===== src/rtl/corr_pkg.sv =====
package corr_pkg;
    typedef enum logic {
        MODE_SINGLE = 1'b0,
        MODE_DOUBLE = 1'b1
    } corr_mode_e;
endpackage


===== src/rtl/corr_sample_sum.sv =====
module corr_sample_sum #(
    parameter int NUM_IN = 4,
    parameter int SUM_W  = $clog2(NUM_IN + 1)
) (
    input  logic [NUM_IN-1:0] bits_i,
    input  logic [NUM_IN-1:0] en_i,
    input  logic [NUM_IN-1:0] inv_i,
    output logic [SUM_W-1:0]  sum_o
);
    logic [NUM_IN-1:0] term;

    for (genvar k = 0; k < NUM_IN; k++) begin : g_term
        assign term[k] = en_i[k] & (bits_i[k] ^ inv_i[k]);
    end

    always_comb begin
        sum_o = '0;
        for (int k = 0; k < NUM_IN; k++) begin
            sum_o = sum_o + SUM_W'(term[k]);
        end
    end
endmodule


===== src/rtl/corr_integ.sv =====
module corr_integ
    import corr_pkg::*;
#(
    parameter int SUM_W  = 3,
    parameter int INT1_W = 24,
    parameter int ACC_W  = 32
) (
    input  logic                     clk_i,
    input  logic                     rst_ni,
    input  logic [SUM_W-1:0]         sample_i,
    input  logic signed [7:0]        coef_i,
    input  corr_mode_e               mode_i,
    input  logic                     clear1_i,
    input  logic                     snap_i,
    output logic [ACC_W-1:0]         result_o,
    output logic signed [INT1_W-1:0] int1_o,
    output logic [ACC_W-1:0]         int2_o
);
    localparam int PROD_W = SUM_W + 9;

    typedef struct packed {
        logic [INT1_W-1:0] int1;
        logic [ACC_W-1:0]  int2;
        logic [ACC_W-1:0]  res;
    } integ_t;

    integ_t state_d, state_q;
    logic signed [PROD_W-1:0] prod;

    always_comb begin
        prod = $signed({1'b0, sample_i}) * PROD_W'(coef_i);
        state_d = state_q;
        if (clear1_i) begin
            state_d.int1 = '0;
        end else if (mode_i == MODE_SINGLE) begin
            state_d.int1 = INT1_W'(prod);
        end else begin
            state_d.int1 = state_q.int1 + INT1_W'(prod);
        end
        if (snap_i) begin
            state_d.res  = state_q.int2;
            state_d.int2 = '0;
        end else begin
            state_d.int2 = state_q.int2 + ACC_W'($signed(state_q.int1));
        end
    end

    always_ff @(posedge clk_i or negedge rst_ni) begin
        if (!rst_ni) begin
            state_q <= '0;
        end else begin
            state_q <= state_d;
        end
    end

    assign result_o = state_q.res;
    assign int1_o   = $signed(state_q.int1);
    assign int2_o   = state_q.int2;
endmodule


===== src/rtl/corr_quad_top.sv =====
module corr_quad_top
    import corr_pkg::*;
#(
    parameter int NUM_IN  = 4,
    parameter int PHASE_W = 32,
    parameter int ADDR_W  = 8,
    parameter int INT1_W  = 24,
    parameter int ACC_W   = 32
) (
    input  logic               clk_i,
    input  logic               rst_ni,
    input  logic [NUM_IN-1:0]  adc_bits_i,
    input  logic [NUM_IN-1:0]  adc_en_i,
    input  logic [NUM_IN-1:0]  adc_inv_i,
    input  logic [PHASE_W-1:0] freq_i,
    input  logic               mode_i,
    input  logic               snap_i,
    output logic [ADDR_W-1:0]  tbl_addr_o,
    input  logic [31:0]        tbl_data_i,
    output logic [ACC_W-1:0]   res_sin_o,
    output logic [ACC_W-1:0]   res_cos_o,
    output logic [7:0]         dac_sin_o,
    output logic [7:0]         dac_cos_o
);
    localparam int SUM_W = $clog2(NUM_IN + 1);

    typedef struct packed {
        logic [PHASE_W-1:0] phase;
        corr_mode_e         mode;
        logic [7:0]         dac_sin;
        logic [7:0]         dac_cos;
    } top_t;

    top_t state_d, state_q;
    logic [SUM_W-1:0] sample;
    logic             mode_chg;
    corr_mode_e       mode_now;
    logic signed [INT1_W-1:0] int1_sin, int1_cos;
    logic [ACC_W-1:0]         int2_sin, int2_cos;

    assign mode_now = corr_mode_e'(mode_i);
    assign mode_chg = (mode_now != state_q.mode);

    corr_sample_sum #(.NUM_IN(NUM_IN), .SUM_W(SUM_W)) i_sum (
        .bits_i (adc_bits_i),
        .en_i   (adc_en_i),
        .inv_i  (adc_inv_i),
        .sum_o  (sample)
    );

    corr_integ #(.SUM_W(SUM_W), .INT1_W(INT1_W), .ACC_W(ACC_W)) i_sin (
        .clk_i, .rst_ni,
        .sample_i (sample),
        .coef_i   ($signed(tbl_data_i[31:24])),
        .mode_i   (mode_now),
        .clear1_i (mode_chg),
        .snap_i,
        .result_o (res_sin_o),
        .int1_o   (int1_sin),
        .int2_o   (int2_sin)
    );

    corr_integ #(.SUM_W(SUM_W), .INT1_W(INT1_W), .ACC_W(ACC_W)) i_cos (
        .clk_i, .rst_ni,
        .sample_i (sample),
        .coef_i   ($signed(tbl_data_i[23:16])),
        .mode_i   (mode_now),
        .clear1_i (mode_chg),
        .snap_i,
        .result_o (res_cos_o),
        .int1_o   (int1_cos),
        .int2_o   (int2_cos)
    );

    always_comb begin
        state_d         = state_q;
        state_d.phase   = state_q.phase + freq_i;
        state_d.mode    = mode_now;
        state_d.dac_sin = tbl_data_i[15:8] ^ 8'h80;
        state_d.dac_cos = tbl_data_i[7:0]  ^ 8'h80;
    end

    always_ff @(posedge clk_i or negedge rst_ni) begin
        if (!rst_ni) begin
            state_q <= '{phase: '0, mode: MODE_SINGLE, dac_sin: 8'h80, dac_cos: 8'h80};
        end else begin
            state_q <= state_d;
        end
    end

    assign tbl_addr_o = state_q.phase[PHASE_W-1 -: ADDR_W];
    assign dac_sin_o  = state_q.dac_sin;
    assign dac_cos_o  = state_q.dac_cos;
endmodule


===== config.mk =====
export PLATFORM = sky130hd
export DESIGN_NAME = corr_quad_top
export DESIGN_NICKNAME = d
export VERILOG_FILES = /design/src/rtl/corr_pkg.sv /design/src/rtl/corr_sample_sum.sv /design/src/rtl/corr_integ.sv /design/src/rtl/corr_quad_top.sv
export SDC_FILE = /design/constraint.sdc
export NUM_CORES = 1
export LEC_CHECK = 0
export BUFFER_PORTS_ARGS = -buffer_cell sky130_fd_sc_hd__buf_2
export CORE_MARGIN = 2
export CORE_UTILIZATION = 30
export CTS_CLUSTER_DIAMETER = 30
export DETAILED_ROUTE_END_ITERATION = 10
export GPL_TIMING_DRIVEN = 0
export SETUP_SLACK_MARGIN = 0.5
export SLEW_MARGIN = 10
export SYNTH_ARGS = -nofsm -noshare
export SYNTH_HDL_FRONTEND = slang
export SYNTH_SLANG_ARGS = --single-unit
export TNS_END_PERCENT = 20

===== constraint.sdc =====
create_clock -name clk_i -period 4.7 [get_ports clk_i]
set_input_delay 0.235 -clock clk_i [delete_from_list [all_inputs] [get_ports clk_i]]
set_output_delay 0.235 -clock clk_i [all_outputs]
set_load 0.05 [all_outputs]

# Word-level counts from Yosys, hierarchy flattened
# Index checks and enable logic that the tools add are counted.
[classes]
n_addsub = 8
mul = 2
eq_ne = 1
mux = 6
bitwise_logic = 10
[ops]
columns = ["cell", "n"]
rows = [
  ["32-bit adder", 3],
  ["24-bit two-way mux", 4],
  ["32-bit two-way mux", 2],
  ["24-bit adder", 2],
  ["4-bit by 8-bit multiplier with 12-bit output", 2],
  ["3-bit by 1-bit adder with 3-bit output", 2],
  ["1-bit AND", 4],
  ["1-bit XOR", 4],
  ["1-bit by 1-bit adder with 2-bit output", 1],
  ["1-bit inverter", 2],
  ["1-bit != test", 1],
]
[word_totals]
reg_bits = 225

# Logic depth before layout (Yosys ltp)
# Gate-level depths: netlist (run 1).
[logic_depth]
word_depth = 9
ltp_mapped = 28

# Hierarchy
# Synthesis (run 1) repeated with hierarchy kept, for this count alone.
[hier_totals]
cells_unflattened = 1789
area_unflattened_um2 = 16968.8
[by_module_without_submodules]
columns = ["mod", "n_inst", "cells_each", "area_per_inst_um2", "seq_area_each_um2"]
rows = [
  ["corr_integ at i_sin", 1, 763, 6975.4, 2202.1],
  ["corr_integ at i_cos", 1, 706, 6739.0, 2202.1],
  ["corr_quad_top", 1, 309, 3149.3, 1228.7],
  ["corr_sample_sum", 1, 11, 105.1, 0.0],
]

# Worst setup path after synthesis (run 1)
# Ideal clock, no wire load.
[synth_path]
path_type = "input to register"
from = "input adc_inv_i[1]"
to = "register i_sin.state_q (netlist bit i_sin.int1_o[23])"
setup_time_ps = 132
arrival_time_ps = 6477
required_time_ps = 4568
slack_ps = -1909
stages = 26
n_path_buf = 1
path_cell_list = "xor2_1 -> and2_1 -> ha_1 -> fa_1 -> ha_1 -> clkbuf_1 -> and2_1 -> ha_1 -> inv_1 -> fa_1 -> inv_1 -> ha_1 -> nand3_1 -> o2111ai_1 -> a31o_2 -> a21oi_1 -> xnor2_1 -> ha_1 -> a21o_1 -> a21o_1 -> a21o_1 -> a21o_1 -> a221o_1 -> a221oi_1 -> mux2i_1 -> nand4_1"
[synth_lines]
columns = ["item", "line", "source"]
rows = [
  ["from (decl)", "corr_quad_top.sv:14", "input logic [NUM_IN-1:0] adc_inv_i,"],
  ["to (signal assigned)", "corr_integ.sv:52", "state_q <= state_d;"],
  ["to (decl)", "corr_integ.sv:27", "integ_t state_d, state_q;"],
]

==> results of run 1 <==
-- final timing paths --
check,to,slack [ns]
hold reg to reg,state_q[17]$_DFF_PN0_,0.47
max in group asynchronous,i_sin.int1_o[11]$_DFF_PN0_,3.56
setup reg to reg,i_cos.int2_o[30]$_DFF_PN0_,1.24
hold / removal,tbl_addr_o[2]$_DFF_PN0_,0.04
setup / recovery,i_sin.int1_o[23]$_DFF_PN0_,-0.64
min in group asynchronous,state_q[30]$_DFF_PN0_,0.22
-- report_power, final --
part | internal [mW] | switching (mW)
sequential | 2.67 | 0.492
combinational | 2.97 | 4.41
clock | 3.32 | 1.32
total | 8.96 | 6.22
-- sequential cells by signal (all words and copies together), names as in the netlist --
name / flops
i_sin.int2_o: 32
i_sin.result_o: 32
i_sin.int1_o: 24
state_q: 25
i_cos.int1_o: 24
dac_sin_o: 8
dac_cos_o: 8
i_cos.result_o: 32
tbl_addr_o: 8
i_cos.int2_o: 32
-- layout make-up --
cell class | count | area, µm² | share of cell area [%]
tap | 696 | 871 | 3.90
inverter | 106 | 398 | 1.78
buffer | 71 | 389 | 1.74
multi-input combinational | 1329 | 11100 | 49.9
clock inverter | 33 | 463 | 2.07
timing repair buffer | 239 | 1550 | 6.93
clock buffer | 87 | 1870 | 8.39
sequential | 225 | 5630 | 25.2
-- cells in the final DEF, fill, tap and decap left out, drive strengths merged, types with 68 or more instances in the layout --
cell,instances
buf,246
nand2,111
ha,189
dfrtp,223
clkbuf,130
inv,110
nor2,125
xnor2,68
a21o,72
mux2,69
a21oi,147
o21ai,97
-- synthesized netlist by cell type (8+ instances only) --
library cell | n | share of area, %
and2_1 | 47 | 1.8
a21oi_1 | 146 | 4.4
nand2_1 | 111 | 2.5
or3_1 | 9 | 0.34
and3_1 | 16 | 0.61
clkbuf_1 | 45 | 1.0
inv_1 | 106 | 2.4
xor2_1 | 57 | 3.0
nand4_1 | 15 | 0.57
nor2b_1 | 23 | 0.88
nor2_1 | 125 | 2.9
buf_4 | 24 | 1.1
nor3_1 | 29 | 0.88
dfrtp_1 | 223 | 34
a21o_1 | 72 | 3.3
o21ai_0 | 92 | 2.8
a31o_2 | 8 | 0.43
mux2_2 | 69 | 4.7
ha_1 | 189 | 14
fa_1 | 22 | 2.7
o21a_1 | 13 | 0.59
a31oi_1 | 15 | 0.57
o21bai_1 | 14 | 0.64
nand3_1 | 28 | 0.85
a211oi_1 | 22 | 1.0
nand2b_1 | 8 | 0.30
xnor2_1 | 68 | 3.6
o211ai_1 | 11 | 0.50
-- repair_timing --
| action | 4_1_cts | 5_1_grt |
|---|---|---|
| setup buffers | 36 | 13 |
| pin swaps | 69 | 68 |
| gates cloned | 1 | 0 |
| hold endpoints to repair | 86 | 0 |
| endpoints found under the setup margin | 32 | 35 |
| resized for setup | 70 | 97 |
| hold buffers | 21 | 0 |
-- critical path: stages --
cell	delay, ns
buf_6	0.09
xor2_1	0.14
and2_1	0.13
ha_1	0.30
fa_2	0.36
ha_4	0.25
buf_6	0.12
and2_4	0.14
ha_4	0.25
inv_2	0.04
fa_1	0.51
inv_2	0.05
ha_4	0.17
nor3_4	0.21
o2111ai_4	0.14
a31o_4	0.25
a21oi_4	0.25
xnor2_4	0.21
ha_4	0.26
a21o_1	0.17
a21o_1	0.16
a21o_1	0.17
a21o_1	0.15
a221o_1	0.34
a221oi_2	0.32
mux2i_1	0.21
nand4_1	0.12
-- per-stage QoR --
step	setup slack, ns	setup TNS, ns	power [mW]	utilization, %
5_1_grt	-0.804	-11.15	16.3	41.3
3_5_place_dp	-1.66	-33.49	9.92	34.4
2_1_floorplan	-0.923	-12.49	8.40	-
6_report	-0.636	-6.51	15.2	41.3
4_1_cts	-0.667	-9.05	15.0	40.2
3_3_place_gp	-1.64	-213.31	9.78	34.3
-- per-layer routing --
layer / vias to the layer above / GRT usage [%] / wire length, µm
met4: 2 / 5.36 / 766
met1: 6619 / 19.7 / 20100
met2: 276 / 26.8 / 21700
met5: - / 0 / 13
li1: 6853 / - / -
met3: 56 / 2.88 / 1790
-- logic make-up after synthesis --
kind of cell,Yosys count,share of synthesized area (%)
xor gates and xnor gates,126,6.81
muxes,72,4.91
buffers and inverters,177,4.60
and+or+nand+nor,436,12.7
AOI/OAI and AO/OA,484,19.6
adders and majority gates,211,17.1
DFF,225,34.3
==> impl_metrics.yaml, run 1 <==
global_route:
  grt_max_degree: 94
  grt_pass1_vias: 14300
  antenna_found_initial: 1
  grt_usage_pct: 15.6
  grt_first_pass_wirelength_mm: 72.3
  overflow: 0
pwr:
  leakagePower_nw: 10.8
  irDropWorstVdd_uv: 312
  power.density_nw_per_um2: 680
status:
  status: "finished with violations"
  violations: "setup timing"
min_path:
  min_from: "freq_i[26]"
  hold_path.class: "input port to flip-flop"
  worstHoldPathCells: 3
setup_path:
  crit_start: "adc_inv_i[1]"
  end_kind: "flip-flop"
  worstPathRequired_ns: 5.14
  reg2reg_depth: 10
  cp_max_fo: 6
  startpoint_type: "input port"
  critPathKind: "input port to flip-flop"
  arrival_ns: 5.77
  r2r-start: "i_cos.int2_o[0]$_DFF_PN0_"
synth:
  synth_cell_types: 81
  async_flop_share_pct: 100
  synthFlopType: "dfrtp_1"
  synth_edf_count: 0
  seq_area_frac_synth_pct: 34.3
  syn_area_per_cell_um2: 9.49
  ys_warn_count: 0
  ys_ff_latch: 225
  syn_area_um2: 16400
  syn_nets: 2022
  syn_inst: 1731
timing:
  hold_viol: 0
  finalSetupViolations: 21
  whs_ns: 0.0419
  tightest_slew_ns: 0.880
  min_period_ns: 5.34
  rsz0062_at_grt: "yes"
  slew_violations: 0
  slew_headroom_pct: 39.8
  fin_worst_skew_ns: 0.0297
  finalCritPeriodShare_pct: 114
  setup_ws_ns: -0.636
  max_freq_ghz: 0.187
drt:
  routedWlPerCell_um: 15.9
  drc_errors: 0
  drt-pass1-iter-count: 5
  vias: 13800
  drt-initial-drc-count: 596
  vias_per_cell: 4.96
  postRouteWirelength_mm: 44.4
  drtAntennaViolNets: 0
layout:
  diodes: 0
  design_area_um2: 22300
  drive_above_1_share_pct: 29.5
  nFillCells: 5208
  layoutNonFillerInstCount: 2786
  final_nets: 2329
  syn_to_final_growth_pct: 35.8
clock_network:
  numCtsBuffers: 66
  cts_tree: "done"
  ctsHtreeMaxLevel: 3
  clk_latency_ns: 0.58
  clock_path_buffers: 3
  cts.sinks: 225
  clk_pin_slew_worst_paths_ns: 0.04
  root_buffer: "clkbuf_16"
die:
  die_h_um: 238
  initial_core_util_pct: 30.4
  coreArea_um2: 54000
  die_x_um: 238
  rows: 85
  num_io_pins: 168
  dieArea_um2: 56700
placed_design:
  dp_hpwl_mm: 32.4
  dp.cells: 2595
  dpl_cell_area_um2: 18600
  portBuffers: 166
  place_congestion: 0.841
flow_run:
  maxCapViolCount: 0
No activity file was read; power rests on OpenSTA's default activity.
==> run 2: changes to the inputs <==
- BUFFER_PORTS_ARGS: -buffer_cell sky130_fd_sc_hd__buf_2 -> default
- DONT_BUFFER_PORTS: default -> 1
- MAX_ROUTING_LAYER: default -> met4
==> impl_metrics.yaml, run 2 (same netlist as run 1, synthesis figures left out) <==
status:
  status: "finished with violations"
  violations: "hold timing, setup timing"
layout:
  multiInputGateArea_um2: 11200
  syn_to_final_growth_pct: 31.9
  drive_above_1_share_pct: 23.1
  diodes: 0
  final_nets: 2177
  layout_commonest_cell: "dfrtp_1"
  final_cell_mix: "dfrtp_1 (223), ha_1 (147), nor2_1 (119)"
  nFillCells: 5199
  design_area_um2: 21700
  seq_area_um2: 5630
placed_design:
  place_congestion: 0.875
  pre_cts_slack_ns: -1.54
  portBuffers: 0
  dp_hpwl_mm: 31.7
  dpl_cell_area_um2: 17700
global_route:
  grt_usage_pct: 16.0
  antenna_found_initial: 0
  grt_max_degree: 226
  grt_pass1_vias: 13700
  grt_first_pass_wirelength_mm: 70.9
  overflow: 0
clock_network:
  cts-hold-fix-buffers: 37
  cts.sinks: 225
  clk_pin_slew_worst_paths_ns: 0.04
  cts_tree: "done"
  root_buffer: "clkbuf_16"
  ctsHtreeMaxLevel: 3
  numCtsBuffers: 67
  clk_latency_ns: 0.56
  clock_path_buffers: 3
setup_path:
  critPathMaxStageDelay_ns: 0.51
  critPathKind: "input port to flip-flop"
  cp_slowest_cell: "fa_1"
  end_kind: "flip-flop"
  arrival_ns: 5.73
  cp_max_fo: 5
  startpoint_type: "input port"
  worstPathRequired_ns: 5.13
timing:
  rsz0062_at_grt: "yes"
  min_period_ns: 5.30
  slew_violations: 0
  finalSetupViolations: 21
  finalCritPeriodShare_pct: 113
  whs_ns: -0.618
  slew_headroom_pct: 34.6
  setup_ws_ns: -0.600
  tightest_slew_ns: 0.974
  hold_viol: 225
  max_freq_ghz: 0.189
  fin_worst_skew_ns: 0.0131
drt:
  drt-initial-drc-count: 508
  drtAntennaViolNets: 0
  drc_errors: 0
  postRouteWirelength_mm: 44.1
  drt-pass1-iter-count: 5
  routedWlPerCell_um: 16.8
  vias_per_cell: 5.09
  vias: 13400
die:
  die_h_um: 238
  dieArea_um2: 56700
  num_io_pins: 168
  coreArea_um2: 54000
  rows: 85
  die_x_um: 238
  initial_core_util_pct: 30.4
pwr:
  leakagePower_nw: 10.1
  power.density_nw_per_um2: 690
  p_total_mw: 15.0
  irDropWorstVdd_uv: 246
flow_run:
  maxCapViolCount: 0
min_path:
  hold_path.class: "input port to asynchronous set/reset pin"
-- run 2: cell count changes in the layout (fill, tap and decap cells not counted), sizes merged --
cell         before  now
xnor2            68   69
bufinv           10    9
clkinvlp          4    6
dlygate4sd3      21   37
clkbuf          130  131
clkinv           15   16
inv             110  107
buf             246   76
-- run 2: report_power, final --
part	total [mW]	leakage (nW)	switching, mW	internal (mW)
clock	4.67	1.16	1.30	3.38
sequential	4.04	2.90	1.39	2.65
combinational	6.25	6.05	3.44	2.82
-- run 2: metrics by stage --
stage,setup TNS (ns),utilization (%),std cells
2_1_floorplan,-12.49,-,1731
3_3_place_gp,-27.76,32.8,2427
3_5_place_dp,-30.00,32.8,2427
4_1_cts,-5.29,39.5,2625
5_1_grt,-10.44,40.1,2633
6_report,-5.57,40.1,2633
-- run 2: path summary, 6_finish.rpt --
| path | slack, ns | depth (start not counted) | startpoint | endpoint |
|---|---|---|---|---|
| min in group clk_i | 0.06 | 3 | tbl_data_i[24] | i_sin.int1_o[0]$_DFF_PN0_ |
| worst min register to register | 0.51 | 1 | i_sin.int2_o[16]$_DFF_PN0_ | i_sin.result_o[16]$_DFFE_PN0P_ |
| worst min-delay path | -0.62 | 0 | rst_ni | state_q[22]$_DFF_PN0_ |
| worst max register to register | 1.31 | 10 | i_cos.int1_o[0]$_DFF_PN0_ | i_cos.int2_o[30]$_DFF_PN0_ |
| worst max-delay path | -0.60 | 27 | adc_inv_i[0] | i_sin.int1_o[23]$_DFF_PN0_ |
| max in group asynchronous | 4.92 | 0 | rst_ni | i_cos.int1_o[11]$_DFF_PN0_ |
-- run 2: metal layers --
metal / wire (µm) / part of all wire [%] / track usage [%]
met1: 19500 / 44 / 19.1
met2: 21200 / 48 / 26.4
met3: 2570 / 5.8 / 3.85
met4: 840 / 1.9 / 5.28
met5: 0 / 0 / -
-- run 2: critical path, delay by kind of cell --
family	cells	cell delay [ns]
AO/OA/AOI/OAI	9	1.93
XOR/XNOR	2	0.30
adder cells (fa/ha/maj)	7	2.20
buffers and inverters	4	0.34
multiplexers	1	0.21
AND/OR/NAND/NOR	4	0.51
-- run 2: timing repair --
item	in CTS	in global routing
pin swaps	57	64
hold endpoints to repair	262	225
gates resized for setup	96	64
setup buffers	38	8
cloned	3	0
endpoints found under the setup margin	32	34
-- run 2: area by class of cell --
| class | instances | area share, % |
|---|---|---|
| multi-input combinational | 1330 | 51.6 |
| sequential | 225 | 26.0 |
| clock buffer | 88 | 9.00 |
| tap | 696 | 4.02 |
| timing repair buffer | 85 | 3.82 |
| clock inverter | 32 | 1.92 |
| inverter | 106 | 1.84 |
| buffer | 71 | 1.79 |
